==> config.mk <==
export PLATFORM = sky130hd
export DESIGN_NAME = gpio_irq_ctrl
export DESIGN_NICKNAME = d
export VERILOG_FILES = /design/src/rtl/gpio_irq_pkg.sv /design/src/rtl/gpio_sync.sv /design/src/rtl/gpio_regs.sv /design/src/rtl/gpio_evt.sv /design/src/rtl/gpio_irq_ctrl.sv
export SDC_FILE = /design/constraint.sdc
export NUM_CORES = 1
export LEC_CHECK = 0
export ABC_AREA = 1
export BUFFER_PORTS_ARGS = -buffer_cell sky130_fd_sc_hd__clkbuf_2
export CORE_ASPECT_RATIO = 0.6
export CORE_MARGIN = 4
export CORE_UTILIZATION = 55
export CTS_BUF_LIST = sky130_fd_sc_hd__clkbuf_4
export DETAILED_ROUTE_END_ITERATION = 12
export PLACE_DENSITY = 0.76
export SYNTH_ARGS = -nofsm -noshare
export SYNTH_HDL_FRONTEND = slang
export SYNTH_SLANG_ARGS = --single-unit
==> constraint.sdc <==
create_clock -name clk -period 1.45 [get_ports clk]
set_input_delay 0.0725 -clock clk [delete_from_list [all_inputs] [get_ports clk]]
set_output_delay 0.0725 -clock clk [all_outputs]
set_load 0.02 [all_outputs]
==> src/rtl/gpio_irq_pkg.sv <==
package gpio_irq_pkg;
  localparam int BUS_W = 32;
  // Word indices (byte address / 4)
  localparam int IDX_DIR  = 0;
  localparam int IDX_LVL  = 1;
  localparam int IDX_SET  = 3;
  localparam int IDX_CLR  = 4;
  localparam int IDX_EN   = 5;
  localparam int IDX_TYP  = 6;
  localparam int IDX_POL  = 7;
  localparam int IDX_PND  = 8;
  localparam int IDX_MSK  = 9;
endpackage

==> src/rtl/gpio_sync.sv <==
module gpio_sync #(
  parameter int WIDTH  = 24,
  parameter int STAGES = 2
) (
  input  logic             clk,
  input  logic             rst,
  input  logic [WIDTH-1:0] d_async,
  output logic [WIDTH-1:0] q_sync
);
  logic [WIDTH-1:0] stg [STAGES];

  always_ff @(posedge clk) begin
    if (rst) begin
      for (int i = 0; i < STAGES; i++) stg[i] <= '0;
    end else begin
      stg[0] <= d_async;
      for (int i = 1; i < STAGES; i++) stg[i] <= stg[i-1];
    end
  end

  assign q_sync = stg[STAGES-1];
endmodule

==> src/rtl/gpio_regs.sv <==
module gpio_regs
  import gpio_irq_pkg::*;
#(
  parameter int NUM_PINS = 24,
  parameter int ADDR_W   = 6
) (
  input  logic                clk,
  input  logic                rst,
  input  logic [ADDR_W-1:0]   addr,
  input  logic                wr,
  input  logic                rd,
  input  logic [BUS_W-1:0]    wdata,
  output logic [BUS_W-1:0]    rdata,
  input  logic [NUM_PINS-1:0] lvl_sync,
  input  logic [NUM_PINS-1:0] pend,
  output logic [NUM_PINS-1:0] dir_q,
  output logic [NUM_PINS-1:0] out_q,
  output logic [NUM_PINS-1:0] en_q,
  output logic [NUM_PINS-1:0] typ_q,
  output logic [NUM_PINS-1:0] pol_q,
  output logic [NUM_PINS-1:0] msk_q,
  output logic [NUM_PINS-1:0] pend_clr
);
  localparam int WORD_W = ADDR_W - 2;

  logic [WORD_W-1:0]   word;
  logic                aligned;
  logic [NUM_PINS-1:0] wd;
  logic                unused_wdata_hi;
  logic [NUM_PINS-1:0] rmux;

  assign word    = addr[ADDR_W-1:2];
  assign aligned = (addr[1:0] == 2'b00);
  assign wd      = wdata[NUM_PINS-1:0];
  assign unused_wdata_hi = ^wdata[BUS_W-1:NUM_PINS];

  function automatic logic hit(input logic [WORD_W-1:0] w, input int idx);
    return w == WORD_W'(idx);
  endfunction

  logic wr_ok;
  assign wr_ok = wr && aligned;

  assign pend_clr = (wr_ok && hit(word, IDX_PND)) ? wd : '0;

  always_ff @(posedge clk) begin
    if (rst) begin
      dir_q <= '0;
      out_q <= '0;
      en_q  <= '0;
      typ_q <= '0;
      pol_q <= '0;
      msk_q <= '0;
    end else if (wr_ok) begin
      if (hit(word, IDX_DIR)) dir_q <= wd;
      if (hit(word, IDX_SET)) out_q <= out_q | wd;
      if (hit(word, IDX_CLR)) out_q <= out_q & ~wd;
      if (hit(word, IDX_EN))  en_q  <= wd;
      if (hit(word, IDX_TYP)) typ_q <= wd;
      if (hit(word, IDX_POL)) pol_q <= wd;
      if (hit(word, IDX_MSK)) msk_q <= wd;
    end
  end

  always_comb begin
    rmux = '0;
    if (aligned) begin
      if (hit(word, IDX_DIR)) rmux = dir_q;
      if (hit(word, IDX_LVL)) rmux = lvl_sync;
      if (hit(word, IDX_SET)) rmux = out_q;
      if (hit(word, IDX_CLR)) rmux = out_q;
      if (hit(word, IDX_EN))  rmux = en_q;
      if (hit(word, IDX_TYP)) rmux = typ_q;
      if (hit(word, IDX_POL)) rmux = pol_q;
      if (hit(word, IDX_PND)) rmux = pend;
      if (hit(word, IDX_MSK)) rmux = msk_q;
    end
  end

  always_ff @(posedge clk) begin
    if (rst)     rdata <= '0;
    else if (rd) rdata <= {{(BUS_W-NUM_PINS){1'b0}}, rmux};
    else         rdata <= '0;
  end
endmodule

==> src/rtl/gpio_evt.sv <==
module gpio_evt #(
  parameter int NUM_PINS = 24
) (
  input  logic                clk,
  input  logic                rst,
  input  logic [NUM_PINS-1:0] lvl,
  input  logic [NUM_PINS-1:0] en,
  input  logic [NUM_PINS-1:0] typ,
  input  logic [NUM_PINS-1:0] pol,
  input  logic [NUM_PINS-1:0] clr,
  output logic [NUM_PINS-1:0] pend
);
  logic [NUM_PINS-1:0] prev;

  always_ff @(posedge clk) begin
    if (rst) prev <= '0;
    else     prev <= lvl;
  end

  for (genvar i = 0; i < NUM_PINS; i++) begin : g_pin
    logic rise, fall, edge_hit, lvl_hit;
    assign rise     = lvl[i] & ~prev[i];
    assign fall     = ~lvl[i] & prev[i];
    assign edge_hit = pol[i] ? rise : fall;
    assign lvl_hit  = (lvl[i] == pol[i]);

    always_ff @(posedge clk) begin
      if (rst || !en[i])  pend[i] <= 1'b0;
      else if (typ[i])    pend[i] <= lvl_hit;
      else if (edge_hit)  pend[i] <= 1'b1;
      else if (clr[i])    pend[i] <= 1'b0;
    end
  end
endmodule

==> src/rtl/gpio_irq_ctrl.sv <==
module gpio_irq_ctrl
  import gpio_irq_pkg::*;
#(
  parameter int NUM_PINS    = 24,
  parameter int ADDR_W      = 6,
  parameter bit OE_IS_INPUT = 1'b0,
  parameter int SYNC_STAGES = 2
) (
  input  logic                clk,
  input  logic                rst,
  input  logic [ADDR_W-1:0]   bus_addr,
  input  logic                bus_wr,
  input  logic                bus_rd,
  input  logic [31:0]         bus_wdata,
  output logic [31:0]         bus_rdata,
  input  logic [NUM_PINS-1:0] pin_in,
  output logic [NUM_PINS-1:0] pin_out,
  output logic [NUM_PINS-1:0] pin_oe,
  output logic                irq_out
);
  logic [NUM_PINS-1:0] lvl_s, dir_q, out_q, en_q, typ_q, pol_q, mask_q;
  logic [NUM_PINS-1:0] pend_q, pend_clr;

  gpio_sync #(.WIDTH(NUM_PINS), .STAGES(SYNC_STAGES)) u_sync (
    .clk(clk), .rst(rst), .d_async(pin_in), .q_sync(lvl_s)
  );

  gpio_regs #(.NUM_PINS(NUM_PINS), .ADDR_W(ADDR_W)) u_regs (
    .clk(clk), .rst(rst), .addr(bus_addr), .wr(bus_wr), .rd(bus_rd),
    .wdata(bus_wdata), .rdata(bus_rdata), .lvl_sync(lvl_s), .pend(pend_q),
    .dir_q(dir_q), .out_q(out_q), .en_q(en_q), .typ_q(typ_q),
    .pol_q(pol_q), .msk_q(mask_q), .pend_clr(pend_clr)
  );

  gpio_evt #(.NUM_PINS(NUM_PINS)) u_evt (
    .clk(clk), .rst(rst), .lvl(lvl_s), .en(en_q), .typ(typ_q),
    .pol(pol_q), .clr(pend_clr), .pend(pend_q)
  );

  if (OE_IS_INPUT) begin : g_oe_inv
    assign pin_oe = ~dir_q;
  end else begin : g_oe_dir
    assign pin_oe = dir_q;
  end

  assign pin_out = out_q;

  always_ff @(posedge clk) begin
    if (rst) irq_out <= 1'b0;
    else     irq_out <= |(pend_q & en_q & mask_q);
  end
endmodule

==> metrics.yaml <==
placement:
  portBuffers: 130
  hpwl_mm: 24.9
  place.gp.congestion: 0.940
  pre_cts_ws_ps: -52.9
  post-place-cells: 1932
sta:
  relSlewSlack: 0.623
  tightest_slew_ps: 565
  layout_worst_path_cycle_share: 0.949
  skew_ps: 31.9
  rsz0062_at_grt: "no"
  setup_tns_ps: 0
  setup_viol: 0
  fmax_ghz: 0.726
  hold_viol: 0
  slew_violations: 0
  setup_slack_ps: 73.3
  fin_crit_ps: 1380
critical_path:
  regToRegEndpoint: "u_regs.rdata[15]"
  path_delay_family: "flip-flops"
  path_class: "flip-flop to primary output"
  r2r_start: "u_sync.stg[0][39]"
  critPathSlowestCell: "dfxtp_1"
  rr_worst_depth: 6
  crit_path_start_kind: "flip-flop"
  r2r_setup_slack_ps: 130
  worstPathRequired_ps: 1380
  critPathBufInv: 1
  cp-end-kind: "primary output"
  worst_ep_arrival_time_ps: 1300
  crit_chain: "clkbuf_2"
  slowest_delay_ps: 420
  cp_max_fo: 3
power:
  power.leakage_uw: 0.00550
  cellPowerDensity_mw_per_mm2: 1030
  ir_drop_uv: 963
  finalPower_uw: 14300
logic_synthesis:
  synth_top_area_cell: "dfxtp_1"
  ys_top_cells_by_area: "dfxtp_1 48%, nand2_1 11%, nor2_1 9.3%, nand3_1 7.7%, inv_1 5.0%"
  syn_area_per_cell_um2: 7.12
  ys_types: 21
  synth-seq-cells: 265
  ys_seq_area_frac: 0.478
  synth_top_area_frac: 0.478
  synthesis.area_mm2: 0.0111
  syn_inst: 1558
  ys_warn_count: 0
final_layout:
  syn_to_final_growth_pct: 24.9
  final_common_cell: "nand2_1"
  finalNonFillerCells: 2106
  nNetsFinal: 1862
  nFillCells: 1608
  drive_gt1_frac: 0.166
  layout_common_cells: "323 x nand2_1, 272 x nor2_1, 264 x dfxtp_1, 169 x nand3_1, 148 x inv_1"
  antennaDiodeCount: 0
clock_tree:
  h-tree-depth: 2
  cts_made_buffers: 58
  cts_tree: "done"
  insertion_delay_ps: 710
  cts_buffer_depth: 3
  cts.reportedPaths.clkPinSlew_ps: 80
  cts_root_buf: "clkbuf_4"
  cts_sinks: 265
route:
  viasPerCell: 5.49
  drc_errors: 0
  wl_per_cell_um: 17.6
  initialDrtViolationCount: 1694
  dr.pass1.iters: 6
  finalWirelength_mm: 37.2
  dr_total_vias: 11600
  ant_nets: 0
worst_hold_path:
  hp-class: "primary input to flip-flop"
  hold_depth: 8
  min_from: "bus_addr[0]"
  holdPathEnd: "u_regs.rdata[1]"
global_route:
  gr-total-overflow: 0
  antenna_found_initial: 0
  grtUsageTotal: 0.325
  grt_max_degree: 75
  grt_pass1_vias: 10700
  grt_pass1_wl_mm: 58.4
die:
  initial_core_util: 0.571
  ios: 147
  die_h_um: 118
  core_area_mm2: 0.0194
  dieArea_mm2: 0.0226
  num_rows: 39
  die_w_um: 191
run_status:
  status: "completed"
run:
  cap_violations: 0
repair_timing:
action | CTS | global route
endpoints found under the hold margin | 251 | 0
gates resized for setup | 0 | 2
hold buffers | 70 | 0
buffers inserted | 0 | 0
setup endpoints to repair | 0 | 2
synthesized netlist by cell type:
master    number
nor2_2         3
a211oi_1      72
buf_1         11
nor2_1       274
nor3_2         1
o31ai_1       24
dfxtp_1      265
nand3_1      170
o21ai_0       24
buf_4          8
a31oi_1       25
inv_1        148
a21oi_2        1
nor3_1        24
nand4_1       30
inv_2          3
conb_1         1
nand2_1      323
a21oi_1       72
clkbuf_1      57
buf_2         22
cell families after synthesis:
kind of cell,after synthesis,share of synthesized area
and+or+nand+nor,825,0.309
DFF,265,0.478
buffers and inverters,249,0.0894
AOI/OAI and AO/OA,218,0.123
other,1,0.000338
power by group:
part	leakage (uW)	internal, uW	switching, uW	total, uW
registers	0.00215	7380	90.3	7470
clock network	0.000451	2910	2910	5820
logic	0.00290	378	642	1020
total	0.00550	10700	3650	14300
layer usage:
layer | part of all wire | GRT usage | up-vias
met5 | 0 | 0 | -
met4 | 0.018 | 0.0807 | 0
met3 | 0.16 | 0.128 | 61
met2 | 0.38 | 0.421 | 715
met1 | 0.45 | 0.495 | 5185
li1 | - | - | 5592
worst max-delay path by stage:
stage,to,startpoint,slack [ps],cells past startpoint
floorplan,u_evt.pend[0],bus_addr[5],190,8
global placement,u_regs.rdata[18],bus_addr[2],-30,10
detailed placement,u_regs.rdata[18],bus_addr[2],-50,10
global route,pin_out[12],flip-flop,20,1
CTS,pin_out[2],flip-flop,50,1
finish,pin_oe[11],u_regs.dir_q[11],70,1
per-stage QoR:
| stage | util | instance area, um2 | hold WS (ps) |
|---|---|---|---|
| floorplan | - | 11100 | 179 |
| global placement | 0.639 | 12400 | 264 |
| detailed placement | 0.639 | 12400 | 267 |
| CTS | 0.713 | 13900 | 44.7 |
| global route | 0.714 | 13900 | 96.5 |
| finish | 0.714 | 13900 | 83.6 |
registers in the layout, summed over array words and instances, names as in the netlist, named ones only:
signal,count
u_evt.pend,24
u_regs.msk_q,24
u_regs.typ_q,24
u_evt.prev,24
u_sync.stg,48
u_regs.dir_q,24
u_regs.pol_q,24
u_regs.en_q,24
u_regs.rdata,24
irq_out,1
final cells by class:
| type | count | area, um2 | area share |
|---|---|---|---|
| well taps | 266 | 333 | 0.0240 |
| multi-input cells | 1051 | 4840 | 0.350 |
| clock buffers | 94 | 706 | 0.0509 |
| inverters | 151 | 567 | 0.0409 |
| repair buffers | 269 | 2060 | 0.149 |
| clock inverters | 10 | 37.5 | 0.00271 |
| flip-flops and latches | 265 | 5310 | 0.383 |
(Power assumes the default switching activity.)
